File: src/rtl/i2cdp_pkg.sv
package i2cdp_pkg;
    localparam int BYTE_W = 8;
    localparam int ADDR_W = 7;
    localparam int PFX_W  = 3;
    localparam int LOW_W  = ADDR_W - PFX_W;
    localparam int CNT_W  = $clog2(BYTE_W + 1);

    typedef enum logic [2:0] {
        S_IDLE,
        S_ADDR,
        S_AACK,
        S_WDATA,
        S_WACK,
        S_RDATA,
        S_RACK,
        S_WAIT
    } xfer_st_t;
endpackage

File: src/rtl/i2cdp_line_sync.sv
module i2cdp_line_sync #(
    parameter int SYNC_STAGES = 2
) (
    input  logic clk,
    input  logic rst_n,
    input  logic scl_in,
    input  logic sda_in,
    output logic scl_s,
    output logic sda_s,
    output logic scl_rise,
    output logic scl_fall,
    output logic start_c,
    output logic stop_c
);
    localparam int NLINES = 2;

    logic [NLINES-1:0] raw;
    logic [NLINES-1:0] synced;
    logic [NLINES-1:0] delayed;

    assign raw = {sda_in, scl_in};

    for (genvar gi = 0; gi < NLINES; gi++) begin : g_line
        logic [SYNC_STAGES-1:0] pipe;
        always_ff @(posedge clk or negedge rst_n) begin
            if (!rst_n) begin
                pipe        <= '1;
                delayed[gi] <= 1'b1;
            end else begin
                pipe        <= {pipe[SYNC_STAGES-2:0], raw[gi]};
                delayed[gi] <= pipe[SYNC_STAGES-1];
            end
        end
        assign synced[gi] = pipe[SYNC_STAGES-1];
    end

    assign scl_s    = synced[0];
    assign sda_s    = synced[1];
    assign scl_rise = synced[0] & ~delayed[0];
    assign scl_fall = ~synced[0] & delayed[0];
    assign start_c  = synced[0] & delayed[0] & delayed[1] & ~synced[1];
    assign stop_c   = synced[0] & delayed[0] & ~delayed[1] & synced[1];
endmodule

File: src/rtl/i2cdp_port_regs.sv
module i2cdp_port_regs #(
    parameter logic [3:0] MIX_OUT_RST = 4'hF,
    parameter logic [3:0] MASK_RST    = 4'hF,
    parameter logic [7:0] OUT8_RST    = 8'hFF
) (
    input  logic       clk,
    input  logic       rst_n,
    input  logic       wr_mix,
    input  logic       wr_b,
    input  logic [7:0] wdata,
    output logic [3:0] mix_out,
    output logic [3:0] irq_mask,
    output logic [7:0] grp_b_out
);
    always_ff @(posedge clk or negedge rst_n) begin
        if (!rst_n) begin
            mix_out   <= MIX_OUT_RST;
            irq_mask  <= MASK_RST;
            grp_b_out <= OUT8_RST;
        end else begin
            if (wr_mix) begin
                mix_out  <= {wdata[7:6], wdata[1:0]};
                irq_mask <= wdata[5:2];
            end
            if (wr_b) begin
                grp_b_out <= wdata;
            end
        end
    end
endmodule

File: src/rtl/i2cdp_tx_select.sv
module i2cdp_tx_select (
    input  logic       sel_b,
    input  logic       want_flag,
    input  logic [7:0] mix_pins,
    input  logic [7:0] grp_b_pins,
    input  logic [3:0] flag_hold,
    output logic [7:0] tx_byte
);
    always_comb begin
        if (sel_b) begin
            tx_byte = grp_b_pins;
        end else if (want_flag) begin
            tx_byte = {2'b00, flag_hold, 2'b00};
        end else begin
            tx_byte = mix_pins;
        end
    end
endmodule

File: src/rtl/i2c_dual_port_slave.sv
module i2c_dual_port_slave
    import i2cdp_pkg::*;
#(
    parameter int         SYNC_STAGES = 2,
    parameter logic [2:0] PFX_MIX     = 3'b110,
    parameter logic [2:0] PFX_OUT8    = 3'b101,
    parameter logic [3:0] MIX_OUT_RST = 4'hF,
    parameter logic [3:0] MASK_RST    = 4'hF,
    parameter logic [7:0] OUT8_RST    = 8'hFF
) (
    input  logic       clk,
    input  logic       rst_n,
    input  logic       abort_n,
    input  logic       scl_in,
    input  logic       sda_in,
    output logic       sda_pull,
    input  logic [3:0] addr_low,
    input  logic [7:0] mix_pins,
    input  logic [7:0] grp_b_pins,
    input  logic [3:0] tflags,
    output logic [3:0] mix_out,
    output logic [7:0] grp_b_out,
    output logic [3:0] irq_mask,
    output logic       snap_stb,
    output logic       stop_stb
);
    localparam logic [CNT_W-1:0] FULL_CNT = CNT_W'(BYTE_W);
    localparam logic [CNT_W-1:0] LAST_TX  = CNT_W'(BYTE_W - 1);

    logic scl_s, sda_s, scl_rise, scl_fall, start_c, stop_c;
    logic fsm_rst_n;

    xfer_st_t         st, nxt;
    logic [BYTE_W-1:0] shreg, txreg, tx_byte;
    logic [CNT_W-1:0]  bitcnt;
    logic              rw_q, grp_b_q, mack_q, flag_next_q;
    logic [3:0]        flag_hold;

    logic hit_a, hit_b, hit;
    logic addr_done, wr_stb, shift_in, rack_ld, tx_load;
    logic sel_b, want_flag, snap_now;

    assign fsm_rst_n = rst_n & abort_n;

    i2cdp_line_sync #(.SYNC_STAGES(SYNC_STAGES)) u_sync (
        .clk      (clk),
        .rst_n    (rst_n),
        .scl_in   (scl_in),
        .sda_in   (sda_in),
        .scl_s    (scl_s),
        .sda_s    (sda_s),
        .scl_rise (scl_rise),
        .scl_fall (scl_fall),
        .start_c  (start_c),
        .stop_c   (stop_c)
    );

    assign hit_a = (shreg[BYTE_W-1:1] == {PFX_MIX, addr_low});
    assign hit_b = (shreg[BYTE_W-1:1] == {PFX_OUT8, addr_low});
    assign hit   = hit_a | hit_b;

    assign shift_in  = scl_rise && (st == S_ADDR || st == S_WDATA);
    assign addr_done = (st == S_ADDR) && scl_fall && (bitcnt == FULL_CNT);
    assign wr_stb    = (st == S_WDATA) && scl_fall && (bitcnt == FULL_CNT);
    assign rack_ld   = (st == S_RACK) && scl_rise && !sda_s;
    assign tx_load   = (addr_done && hit && shreg[0]) || rack_ld;
    assign sel_b     = addr_done ? hit_b : grp_b_q;
    assign want_flag = addr_done ? 1'b0 : flag_next_q;
    assign snap_now  = (addr_done && hit_a) || (rack_ld && !grp_b_q && !flag_next_q);

    // state register
    always_ff @(posedge clk or negedge fsm_rst_n) begin
        if (!fsm_rst_n) begin
            st <= S_IDLE;
        end else begin
            st <= nxt;
        end
    end

    // next state
    always_comb begin
        nxt = st;
        if (start_c) begin
            nxt = S_ADDR;
        end else if (stop_c) begin
            nxt = S_IDLE;
        end else begin
            unique case (st)
                S_IDLE:  nxt = S_IDLE;
                S_ADDR:  if (addr_done) nxt = hit ? S_AACK : S_WAIT;
                S_AACK:  if (scl_fall) nxt = rw_q ? S_RDATA : S_WDATA;
                S_WDATA: if (wr_stb) nxt = S_WACK;
                S_WACK:  if (scl_fall) nxt = S_WDATA;
                S_RDATA: if (scl_fall && bitcnt == LAST_TX) nxt = S_RACK;
                S_RACK:  if (scl_fall) nxt = mack_q ? S_RDATA : S_WAIT;
                S_WAIT:  nxt = S_WAIT;
                default: nxt = S_IDLE;
            endcase
        end
    end

    // outputs of the state machine
    always_comb begin
        unique case (st)
            S_AACK, S_WACK: sda_pull = 1'b1;
            S_RDATA:        sda_pull = ~txreg[BYTE_W-1];
            default:        sda_pull = 1'b0;
        endcase
    end

    // datapath
    always_ff @(posedge clk or negedge fsm_rst_n) begin
        if (!fsm_rst_n) begin
            shreg       <= '0;
            txreg       <= '1;
            bitcnt      <= '0;
            rw_q        <= 1'b0;
            grp_b_q     <= 1'b0;
            mack_q      <= 1'b0;
            flag_next_q <= 1'b0;
            flag_hold   <= '0;
            snap_stb    <= 1'b0;
            stop_stb    <= 1'b0;
        end else begin
            snap_stb <= snap_now;
            stop_stb <= stop_c;

            if (start_c || st != nxt) begin
                bitcnt <= '0;
            end else if (shift_in || (st == S_RDATA && scl_fall)) begin
                bitcnt <= bitcnt + CNT_W'(1);
            end

            if (shift_in) begin
                shreg <= {shreg[BYTE_W-2:0], sda_s};
            end

            if (addr_done) begin
                rw_q    <= shreg[0];
                grp_b_q <= hit_b;
            end

            if (st == S_RACK && scl_rise) begin
                mack_q <= !sda_s;
            end

            if (tx_load) begin
                txreg       <= tx_byte;
                flag_next_q <= sel_b ? 1'b0 : !want_flag;
                if (!sel_b && !want_flag) begin
                    flag_hold <= tflags;
                end
            end else if (st == S_RDATA && scl_fall) begin
                txreg <= {txreg[BYTE_W-2:0], 1'b1};
            end
        end
    end

    i2cdp_tx_select u_txsel (
        .sel_b      (sel_b),
        .want_flag  (want_flag),
        .mix_pins   (mix_pins),
        .grp_b_pins (grp_b_pins),
        .flag_hold  (flag_hold),
        .tx_byte    (tx_byte)
    );

    i2cdp_port_regs #(
        .MIX_OUT_RST (MIX_OUT_RST),
        .MASK_RST    (MASK_RST),
        .OUT8_RST    (OUT8_RST)
    ) u_regs (
        .clk       (clk),
        .rst_n     (rst_n),
        .wr_mix    (wr_stb && !grp_b_q),
        .wr_b      (wr_stb && grp_b_q),
        .wdata     (shreg),
        .mix_out   (mix_out),
        .irq_mask  (irq_mask),
        .grp_b_out (grp_b_out)
    );
endmodule

File: config.mk
export PLATFORM = sky130hd
export DESIGN_NAME = i2c_dual_port_slave
export DESIGN_NICKNAME = d
export VERILOG_FILES = /design/src/rtl/i2cdp_pkg.sv /design/src/rtl/i2cdp_line_sync.sv /design/src/rtl/i2cdp_port_regs.sv /design/src/rtl/i2cdp_tx_select.sv /design/src/rtl/i2c_dual_port_slave.sv
export SDC_FILE = /design/constraint.sdc
export NUM_CORES = 1
export LEC_CHECK = 0
export ABC_AREA = 1
export BUFFER_PORTS_ARGS = -buffer_cell sky130_fd_sc_hd__buf_2
export CAP_MARGIN = 20
export CORE_ASPECT_RATIO = 0.75
export CORE_MARGIN = 4
export CORE_UTILIZATION = 24
export DETAILED_ROUTE_END_ITERATION = 10
export GPL_ROUTABILITY_DRIVEN = 0
export SLEW_MARGIN = 10
export SYNTH_ARGS = -nofsm -noshare
export SYNTH_HDL_FRONTEND = slang
export SYNTH_HIERARCHICAL = 1
export SYNTH_SLANG_ARGS = --single-unit
export TNS_END_PERCENT = 50
File: constraint.sdc
create_clock -name clk -period 2.55 [get_ports clk]
set_input_delay 0.51 -clock clk [delete_from_list [all_inputs] [get_ports clk]]
set_output_delay 0.51 -clock clk [all_outputs]
set_load 0.1 [all_outputs]
---- After elaboration in Yosys (flattened, before gate mapping) ----
Cells that the tools add are included.
storage, ports and cells
  register bits after elaboration ......... 55
  output and inout bits ................... 19
  word-level logic and storage cells ...... 99
  bits of input ports ..................... 29
operators by class
  reductions and logical operators ........ 32
  mux-type cells .......................... 22
  equal/unequal tests ..................... 12
  bitwise logic cells ..................... 14
  add/subtract/negate cells ............... 1
operators by type and width
  operator             count
  $mux 8               4
  $mux 3               10
  $pmux 3 s8           1
  $logic_and 1x1->1    17
  $eq 7x7->1           2
  $eq 3x3->1 const B   4
  $and 1x1->1          8
  $mux 4               2
  $eq 3x2->1 const B   2
  $logic_not 1->1      5
  $logic_or 1x1->1     5
  $not 1->1            5
  $add 4x1->4 const B  1
  $eq 4x3->1 const B   1
  $eq 4x4->1 const B   1
  $reduce_bool 2->1    2
  $eq 3x1->1 const B   1
  $logic_not 3->1      1
  $mux 1               3
  $ne 3x3->1           1
  $mux 2               1
  $pmux 1 s2           1
  $reduce_and 2->1     1
  $reduce_or 2->1      1
  $or 1x1->1           1

---- Longest topological paths before layout ----
Gate-level depths: netlist of run 1.
  word-level depth ........................ 11
  mapped depth ............................ 14

---- Cells and area by module ----
The synthesis of run 1 kept the hierarchy.
modules (own cells, without submodules)
  module               cells each  area an instance (um^2)  times used
  i2c_dual_port_slave  228         1803.0                   1
  i2cdp_port_regs      68          630.6                    1
  i2cdp_line_sync      17          198.9                    1
  i2cdp_tx_select      44          176.4                    1

---- Worst setup path after synthesis of run 1 ----
No wires, ideal clock.
  path type ............................... reg2out
  start point ............................. register st[0]
  end point ............................... output sda_pull
  buffers on the path ..................... 0
  arrival time ............................ 2.917 ns
  data required time ...................... 2.040 ns
  stages on the path, launching flop included .. 5
  setup slack ............................. -0.877 ns
  cells stage by stage .................... dfrtp_1 inv_2 nor3_2 inv_2 o21ai_0
between the ends
  word-level cells in the longest chain between the ends .. 3
ends and longest elaborated chain
  item                                      RTL line                    source
  start: declaration                        i2c_dual_port_slave.sv:33   xfer_st_t st, nxt;
  start signal: assignment                  i2c_dual_port_slave.sv:76   st <= nxt;
  $eq 3x2->1 or $eq 3x3->1 (tied branches)  i2c_dual_port_slave.sv:104  unique case (st)
  $reduce_or 2->1                           i2c_dual_port_slave.sv:104
  $pmux 1 s2 *                              i2c_dual_port_slave.sv:104
  end: declaration                          i2c_dual_port_slave.sv:16   output logic sda_pull,
Mark *: on every way between the ends. The rest lies on a longest branch, timed or not.

---- Worst setup path in the final report of run 1 ----
Ends and elaborated chain as after synthesis.

==> flow_summary_export.csv, run 1 <==
group,metric,value,unit
run_status,status,"finished clean",
timing,fmaxAchievable,441,MHz
yosys,yosysUniqueCellTypes,35,
timing,tightest_slew,0.638,ns
yosys,synth_ff_type,"dfstp_2",
yosys,syn_inst,357,
worst_setup_path,critical_path.max_fanout,7,
clocking,clkTransAtPathRegs,0.07,ns
yosys,post-synth-top-count-cell,"nand2_1",
timing,setup_violations,0,
route,drc,0,
timing,max_slew_margin,57.3,%
worst_setup_path,cp.arrival,1.76,ns
power_and_ir_drop,power.density,577,mW/mm²
clocking,cts.root.buffer_cell,"clkbuf_16",
timing,fin_hold_ws,0.313,ns
layout,diodes,0,
die,die_area,0.0135,mm²
worst_setup_path,startpoint_type,"flip-flop",
timing,fin_skew,0.00624,ns
yosys,synth.area.top_cells,"dfstp_2, dfrtp_1, nand2_1",
clocking,cts-buffers-inserted,5,
timing,drv_slew,0,
clocking,cts_max_level,2,
global_routing,grt_start_max_net_pins,23,
route,drt_wl_total,6520,µm
yosys,synth_area,0.00281,mm²
layout,regArea,0.00141,mm²
worst_setup_path,worstSetupEndpointType,"primary output",
worst_setup_path,r2r_start,"u_sync/delayed[0]",
global_routing,use_met2,15.4,%
die,die_h,102,µm
layout,nNetsFinal,441,
yosys,ys_seq_area_share,50.3,%
clocking,cts_hold_buf,0,
timing,tns,0,ns
global_routing,met1_usage,15.3,%
global_routing,antenna_found_initial,0,
yosys,ys_top_cells_by_count,"nand2_1, inv_1, dfstp_2",
yosys,synth_top_area_cell,"dfstp_2",
global_routing,gr-usage-all-layers,10.3,%
clocking,clock_sinks,55,
die,core_area,0.0112,mm²
die,io_pins,48,
route,ant_nets,0,
die,rows,33,
route,drtIter0Drc,133,
clocking,cts_tree,"yes",
yosys,syn_area_per_cell,7.87,µm²
worst_setup_path,critPathMaxStageDelay,0.48,ns
worst_setup_path,timing.critical_path.mode_cell,"inv_2",
worst_setup_path,crit_chain,"inv_2, nor3_2, inv_2, o21ai_2, buf_2",
worst_setup_path,critPathKind,"flip-flop to primary output",
timing,post-route-min-period,2.27,ns
worst_setup_path,rr_endpoint,"txreg[3]",
yosys,syn_nets,388,
timing,hold_violations,0,
layout,layout-drive-gt1-share,29.4,%
worst_setup_path,reg2reg_depth,13,
clocking,post_cts_buffers,0,
clocking,cts_resized,0,
die,die_w,133,µm
layout,final_util,30.3,%
timing,finalCritPeriodShare,88.9,%
worst_setup_path,reg2reg_slack,0.34,ns
worst_setup_path,crit_path_top_delay_cell,"dfrtp_1",
layout,fillers,1196,
clocking,cts_buffer_depth,2,
route,dr.pass1.iters,4,
power_and_ir_drop,finalPower,0.00196,W
route,viasPerCell,4.13,
placement,place_inst,560,
route,avgRoutedWirePerCell,11.5,µm
run,drv_cap,0,
die,start_util,25.1,%
layout,multiInputGateArea,0.00117,mm²
timing,grt_setup_unrepaired,"no",
yosys,async_reset_ff_share,100,%
global_routing,met3_usage,2.38,%
global_routing,grt_pass1_vias,2320,
global_routing,grt.overflow.total,0,
layout,stdcell_count,568,
power_and_ir_drop,power_leakage,1.81,nW
clocking,clock_latency,0.29,ns
placement,port_buffers,47,
yosys,yosysTopAreaCellShare,28.1,%
yosys,ys_ff_latch,55,
layout,areaGrowthSynthToFinish,20.9,%
worst_setup_path,worstPathRequired,2.04,ns
global_routing,gr-max-usage-layer,"met2",
route,vias,2348,
yosys,synth-edff-count,0,
power_and_ir_drop,ir_worst_vdd,0.291,mV
worst_hold_path,worstHoldPathType,"input pin to async pin",
yosys,synth_warnings,6,
placement,dp_hpwl,4990,µm
global_routing,grt_pass1_wl,11400,µm
==> cell type report <==
cell class / count / share of cell area, %
flip-flops and latches: 55 / 41.6
multi-input cells: 248 / 34.6
repair buffers: 51 / 8.18
well taps: 157 / 5.78
inverters: 49 / 5.49
clock buffers: 7 / 4.20
clock inverters: 1 / 0.147
==> placed cells by master, fill, tap and decap left out, types with 2 or more instances in the layout <==
| master | instances |
|---|---|
| nand3_2 | 2 |
| mux2_2 | 2 |
| buf_4 | 3 |
| dfrtp_1 | 25 |
| nor2_2 | 4 |
| ha_1 | 2 |
| nor3_2 | 3 |
| clkbuf_16 | 5 |
| o21ai_2 | 4 |
| xor2_1 | 3 |
| a21oi_1 | 6 |
| inv_1 | 40 |
| nor3_1 | 3 |
| o21ai_0 | 6 |
| inv_2 | 8 |
| nand2_2 | 4 |
| nand2_1 | 153 |
| buf_2 | 47 |
| nor2_1 | 22 |
| o211ai_1 | 2 |
| dfstp_2 | 30 |
| xnor2_1 | 2 |
| nand3_1 | 20 |
==> critical path, delay by kind of cell, from the launching register on <==
family                 cells  cell delay, ns
flip-flops                 1            0.48
AND/OR/NAND/NOR            1            0.21
AO/OA/AOI/OAI              1            0.13
buffers and inverters      3            0.65
==> routing by layer <==
layer	share of wire, %	vias up
li1	-	1206
met2	42	58
met5	0	-
met3	4.2	2
met1	53	1082
met4	0.44	0
==> through the flow <==
step,area [µm²],setup WS [ns]
after floorplan,2810,0.417
after global placement,3250,0.496
after detailed placement,3250,0.371
after CTS,3400,0.253
after global routing,3400,0.0498
final,3400,0.283
==> logic make-up after synthesis <==
kind of cell,count (synthesis),synth area share [%]
compound gates,22,4.90
mux,2,0.802
fa+ha+maj,2,0.891
simple gates,217,33.5
xor+xnor,5,1.56
buf+inv,54,8.02
flops,55,50.3
==> worst max path at each step <==
stage	from	end	slack [ns]	cells after the start
after floorplan	st[0]	sda_pull	0.42	4
after global placement	u_sync/delayed[0]	txreg[5]	0.50	13
after detailed placement	u_sync/delayed[0]	txreg[2]	0.37	13
after CTS	st[0]	sda_pull	0.25	5
after global routing	u_sync/delayed[0]	txreg[3]	0.05	13
final	st[0]	sda_pull	0.28	5
==> sequential cells by signal, indices dropped and copies added (netlist names), 4 cells and up <==
| name | flops |
|---|---|
| txreg | 8 |
| u_regs/irq_mask | 4 |
| u_sync/g_line.pipe | 4 |
| flag_hold | 4 |
| shreg | 8 |
| u_regs/grp_b_out | 8 |
| u_regs/mix_out | 4 |
| bitcnt | 4 |
==> power by group <==
part           switching (W)  internal, W
logic               0.000144    0.0000948
registers          0.0000897     0.000941
clock network       0.000301     0.000390
total               0.000535      0.00143
(Power assumes the default switching activity.)
==> run 2, diff against run 1 <==
--- a/config.mk
+++ b/config.mk
@@ -5,14 +5,14 @@
 export SDC_FILE = /design/constraint.sdc
 export NUM_CORES = 1
 export LEC_CHECK = 0
-export ABC_AREA = 1
 export BUFFER_PORTS_ARGS = -buffer_cell sky130_fd_sc_hd__buf_2
 export CAP_MARGIN = 20
 export CORE_ASPECT_RATIO = 0.75
 export CORE_MARGIN = 4
-export CORE_UTILIZATION = 24
+export CORE_UTILIZATION = 45
 export DETAILED_ROUTE_END_ITERATION = 10
 export GPL_ROUTABILITY_DRIVEN = 0
+export PLACE_DENSITY = 0.66
 export SLEW_MARGIN = 10
 export SYNTH_ARGS = -nofsm -noshare
 export SYNTH_HDL_FRONTEND = slang
==> run 2 against run 1 <==
Die area is 42% lower. Clock power is 0.6% higher. First-iteration DRC count is 17% lower. Via count is 10% lower. Critical path type is now flip-flop to flip-flop. Critical endpoint is now txreg[1]. Largest cell class unchanged. Largest power group unchanged.
==> flow_summary_export.csv, run 2 <==
group,metric,value,unit
timing,hold_violations,0,
clocking,cts.root.buffer_cell,"clkbuf_8",
global_routing,gr-usage-all-layers,16.3,%
route,drc,0,
die,start_util,48.1,%
yosys,post-synth-top-count-cell,"dfstp_2",
route,viasPerCell,5.28,
yosys,ys_ff_latch,55,
worst_setup_path,reg2reg_slack,0.05,ns
timing,tightest_slew,0.488,ns
clocking,clock_latency,0.31,ns
timing,finalCritPeriodShare,98.2,%
clocking,cts_tree,"yes",
die,die_area,0.00779,mm²
run_status,status,"finished clean",
yosys,yosysTopAreaCellShare,27.3,%
global_routing,grt.overflow.total,0,
layout,final_common_cell,"buf_2",
worst_setup_path,critical_path.max_fanout,3,
worst_setup_path,worstPathRequired,2.80,ns
yosys,synth-edff-count,0,
global_routing,grt_pass1_vias,2105,
timing,fin_hold_ws,0.290,ns
yosys,synth_area,0.00289,mm²
route,drt_wl_total,6150,µm
timing,tns,0,ns
route,ant_nets,0,
yosys,yosysUniqueCellTypes,49,
layout,final_area,0.00350,mm²
yosys,syn_nets,288,
timing,fin_skew,0.0116,ns
die,io_pins,48,
layout,diodes,0,
global_routing,antenna_found_initial,0,
placement,placed_cell_area,0.00330,mm²
worst_hold_path,worstHoldPathType,"input pin to flip-flop",
layout,nNetsFinal,352,
die,rows,24,
die,die_w,101,µm
clocking,clock_sinks,55,
worst_setup_path,critPathKind,"flip-flop to flip-flop",
route,drtIter0Drc,111,
layout,top_regs,"shreg (8), txreg (8), u_regs/grp_b_out (8)",
power_and_ir_drop,power.density,524,mW/mm²
yosys,ys_seq_area_share,48.9,%
timing,max_slew_margin,67.7,%
timing,setup_violations,0,
yosys,synth_top_area_cell,"dfstp_2",
timing,fmaxAchievable,399,MHz
timing,drv_slew,0,
worst_setup_path,startpoint_type,"flip-flop",
yosys,async_reset_ff_share,100,%
layout,areaGrowthSynthToFinish,21.1,%
route,vias,2110,
layout,final_cell_mix,"buf_2, dfstp_2, dfrtp_1",
global_routing,grt_pass1_wl,10300,µm
route,dr.pass1.iters,4,
die,core_area,0.00601,mm²
power_and_ir_drop,power_leakage,1.59,nW
layout,fillers,508,
timing,post-route-min-period,2.50,ns
clocking,cts_max_level,2,
yosys,synth.area.top_cells,"dfstp_2, dfrtp_1, mux2_4",
clocking,cts_buffer_depth,2,
yosys,ys_top_cells_by_count,"dfstp_2, dfrtp_1, nand2_1",
yosys,syn_area_per_cell,11.3,µm²
placement,port_buffers,47,
route,avgRoutedWirePerCell,15.4,µm
placement,dp_hpwl,4430,µm
yosys,synth_warnings,6,
clocking,cts-buffers-inserted,5,
yosys,synth_ff_type,"dfstp_2",
power_and_ir_drop,ir_worst_vdd,0.368,mV
yosys,syn_inst,257,
worst_setup_path,worstSetupEndpointType,"flip-flop",
die,die_h,77.4,µm
layout,layout-drive-gt1-share,50.3,%
clocking,clkTransAtPathRegs,0.10,ns
worst_setup_path,cp.arrival,2.76,ns
run,drv_cap,0,
timing,grt_setup_unrepaired,"yes",
global_routing,grt_start_max_net_pins,34,
==> run 2: logic make-up after synthesis <==
| logic type | count (synthesis) | synth area share (%) |
|---|---|---|
| buffers and inverters | 23 | 4.33 |
| and+or+nand+nor | 82 | 14.8 |
| muxes | 32 | 14.3 |
| AOI/OAI and AO/OA | 54 | 14.1 |
| adders and majority gates | 2 | 0.865 |
| DFF | 55 | 48.9 |
| xor gates and xnor gates | 9 | 2.73 |
==> run 2: critical path, stage by stage, from the launching register on <==
cell and delay [ns]:
dfrtp_1 0.42, inv_2 0.09, ha_4 0.12, and4bb_1 0.24
nand2_2 0.08, or4_4 0.45, o32ai_4 0.35, nor2_2 0.10
a22o_1 0.22, a22o_1 0.21, a21o_2 0.18
==> run 2: final cells by class <==
class,count,area (µm²),area share [%]
Clock inverter,3,71.3,2.04
Inverter,10,37.5,1.07
Clock buffer,5,68.8,1.96
Timing Repair Buffer,70,412,11.8
Tap cell,78,97.6,2.79
Multi-Input combinational cell,179,1400,40.0
Sequential cell,55,1410,40.4
==> run 2: final timing paths <==
kind,endpoint,cells after the start,startpoint
worst min register to register,u_sync/g_line[1].pipe[1],0,u_sync/g_line[1].pipe[0]
worst min-delay path,u_sync/g_line[0].pipe[0],1,scl_in
worst max-delay path,txreg[1],10,bitcnt[1]
min in group asynchronous,bitcnt[1],3,abort_n
max in group asynchronous,txreg[0],3,rst_n
worst max register to register,txreg[1],10,bitcnt[1]
==> run 2: power by group <==
group          total [W]  internal, W  switching, W
clock           0.000696     0.000399      0.000298
combinational   0.000183    0.0000947     0.0000884
sequential      0.000955     0.000920     0.0000352
==> run 2: per-layer routing <==
layer  share of wire [%]  routed length (µm)  vias up  global-route usage (%)
li1                    -                   -     1043                       -
met1                  49                3030     1011                    24.3
met2                  45                2750       54                    24.4
met3                 5.7                 349        2                    4.03
met4                0.31                  19        0                    2.83
met5                   0                   0        -                       0
==> run 2: what timing repair did <==
item,in CTS,in global routing
pin swaps,0,4
endpoints found under the setup margin,3,10
resized for setup,1,7
hold buffers,0,0
setup buffers,0,5
endpoints found under the hold margin,0,0
==> run 2: through the flow <==
stage               instances  worst slack [ns]  power (W)  utilization (%)
floorplan                 257            0.0251    0.00106                -
global placement          387            0.0533    0.00113             54.9
detailed placement        387          -0.00359    0.00113             54.9
CTS                       395           0.00249    0.00184             57.3
global route              400           -0.0394    0.00192             58.3
finish                    400            0.0457    0.00183             58.3
==> run 3, diff against run 2 <==
--- a/config.mk
+++ b/config.mk
@@ -13,6 +13,7 @@
 export DETAILED_ROUTE_END_ITERATION = 10
 export GPL_ROUTABILITY_DRIVEN = 0
 export PLACE_DENSITY = 0.66
+export REMOVE_ABC_BUFFERS = 1
 export SLEW_MARGIN = 10
 export SYNTH_ARGS = -nofsm -noshare
 export SYNTH_HDL_FRONTEND = slang
==> run 3 against run 2 <==
Wire length rose by 7.5%. Sequential cell count did not move. Sequential share of layout area fell by 0.16 points. Sequential power rose by 0.4%. Cell area rose by 0.39%. Worst hold slack got worse by 0.0043 ns. Utilization rose by 0.23 points. Cell count rose by 2.0%. Critical path type unchanged.
==> flow_summary_export.csv, run 3 (synthesis gave the netlist of run 2 again) <==
group,metric,value,unit
die,die_h,77.4,µm
global_routing,grt_start_max_net_pins,34,
placement,port_buffers,47,
route,viasPerCell,5.30,
run,drv_cap,0,
power_and_ir_drop,finalPower,0.00165,W
route,vias,2164,
worst_setup_path,reg2reg_slack,0.02,ns
clocking,clock_latency,0.32,ns
worst_setup_path,startpoint_type,"flip-flop",
timing,fin_ws,0.0207,ns
global_routing,antenna_found_initial,0,
power_and_ir_drop,p_sw,0.000439,W
clocking,cts_buffer_depth,2,
die,start_util,48.1,%
power_and_ir_drop,power.density,469,mW/mm²
die,die_w,101,µm
route,ant_nets,0,
layout,top_regs,"shreg (8), txreg (8), u_regs/grp_b_out (8)",
route,dr.pass1.iters,4,
timing,post-route-min-period,2.53,ns
worst_setup_path,critical_path.max_fanout,3,
timing,fin_skew,0.0121,ns
timing,finalCritPeriodShare,99.2,%
layout,layout-drive-gt1-share,50.6,%
layout,final_area,0.00352,mm²
timing,hold_violations,0,
worst_setup_path,cp.arrival,2.78,ns
worst_setup_path,crit_family,"simple AND/OR/NAND/NOR gates",
clocking,clock_sinks,55,
die,rows,24,
die,io_pins,48,
worst_setup_path,worstPathRequired,2.80,ns
global_routing,grt_pass1_vias,2243,
power_and_ir_drop,p_seq_share,58.2,%
worst_setup_path,critPathBufInv,1,
die,die_area,0.00779,mm²
placement,dp_hpwl,4850,µm
timing,setup_violations,0,
layout,diodes,0,
worst_setup_path,timing.critical_path.mode_cell,"a22o_1",
die,core_area,0.00601,mm²
worst_hold_path,worstHoldPathType,"input pin to flip-flop",
clocking,clkTransAtPathRegs,0.11,ns
worst_setup_path,crit_chain,"inv_2, ha_4, and4bb_1, nand2_2, or4_4, o32ai_4, nor2_2, a22o_1, a22o_1, a21o_2",
power_and_ir_drop,p_clk_share,31.4,%
clocking,cts_tree,"yes",
placement,placed_cell_area,0.00334,mm²
global_routing,grt_pass1_wl,11000,µm
timing,drv_slew,0,
timing,tns,0,ns
timing,max_slew_margin,67.4,%
worst_setup_path,worstSetupEndpointType,"flip-flop",
layout,final_common_cell,"buf_2",
power_and_ir_drop,switching_share,26.6,%
clocking,cts.root.buffer_cell,"clkbuf_8",
worst_setup_path,crit_path_top_delay_cell,"or4_4",
power_and_ir_drop,ir_worst_vdd,0.295,mV
power_and_ir_drop,power_leakage,1.61,nW
timing,fmaxAchievable,395,MHz
route,drt_wl_total,6610,µm
clocking,cts-buffers-inserted,5,
route,drc,0,
global_routing,grt.overflow.total,0,
route,avgRoutedWirePerCell,16.2,µm
power_and_ir_drop,combinationalPowerShare,10.5,%
layout,nNetsFinal,360,
clocking,cts_max_level,2,
worst_setup_path,critPathKind,"flip-flop to flip-flop",
layout,areaGrowthSynthToFinish,21.6,%
timing,grt_setup_unrepaired,"yes",
layout,final_cell_mix,"buf_2, dfstp_2, buf_4",
power_and_ir_drop,internal_power,0.00121,W
worst_setup_path,critPathMaxStageDelay,0.57,ns
run_status,status,"finished clean",
timing,tightest_slew,0.489,ns
placement,post-place-ws,0.00109,ns
global_routing,gr-usage-all-layers,17.6,%
route,drtIter0Drc,84,
## run 3: cell count changes in the layout (fill, tap and decap cells not counted)
cell,change
nor2_2,-1
nor4b_1,+1
nor4b_2,-1
buf_4,+6
o22ai_1,+1
buf_6,+2
clkinv_4,+1
nor2_1,+1
o22ai_2,-1
nand2_4,+1
nand2_2,-1
clkinvlp_4,+1
bufinv_16,-2
## run 3: through the flow
step	util, %	cells	hold WS [ns]
finish	58.5	408	0.286
global route	58.5	408	0.273
CTS	57.5	405	0.276
detailed placement	55.6	395	0.349
global placement	55.6	395	0.345
floorplan	-	244	0.345
## run 3: power groups by stage
stage               registers [W]  clock network [W]  logic (W)
detailed placement       0.000974                  0   0.000169
CTS                      0.000959           0.000534   0.000169
floorplan                0.000968                  0  0.0000898
finish                   0.000959           0.000517   0.000173
global placement         0.000971                  0   0.000165
global route             0.000968           0.000571   0.000196
## run 3: timing repair
item / 4_1_cts / 5_1_grt
endpoints found under the hold margin: 0 / 0
resized for setup: 1 / 10
pin swaps: 0 / 4
hold buffers: 0 / 0
endpoints found under the setup margin: 5 / 8
buffers inserted: 2 / 2
cloned: 0 / 1
## run 3: cell type report
cell class              instances  area (µm²)
repair buffers                 78         479
clock buffers                   5        68.8
clock inverters                 3        27.5
inverters                      10        37.5
well taps                      78        97.6
fillers                       515        2490
flip-flops and latches         55        1410
multi-input cells             179        1390
## run 3: path summary, 6_finish.rpt
| path | from | to | cells after the start |
|---|---|---|---|
| worst min register to register | u_sync/g_line[1].pipe[0] | u_sync/g_line[1].pipe[1] | 0 |
| worst min-delay path | sda_in | u_sync/g_line[1].pipe[0] | 1 |
| worst max-delay path | bitcnt[1] | txreg[1] | 10 |
| max in group asynchronous | rst_n | txreg[3] | 3 |
| min in group asynchronous | abort_n | rw_q | 3 |
| worst max register to register | bitcnt[1] | txreg[1] | 10 |
## run 3: worst reg2reg max path: cells and delay by family (launching register included)
family | cells | cell delay, ns
compound gates | 4 | 0.86
fa+ha+maj | 1 | 0.12
buf+inv | 1 | 0.09
flops | 1 | 0.42
simple gates | 4 | 0.97
## run 3: metal layers
| layer | routed length [µm] | vias up | part of all wire [%] | track usage [%] |
|---|---|---|---|---|
| li1 | - | 1056 | - | - |
| met1 | 3100 | 1050 | 47 | 24.4 |
| met2 | 3110 | 49 | 47 | 29.0 |
| met3 | 323 | 9 | 4.9 | 3.05 |
| met4 | 65 | 0 | 0.98 | 4.17 |
| met5 | 0 | - | 0 | 0 |
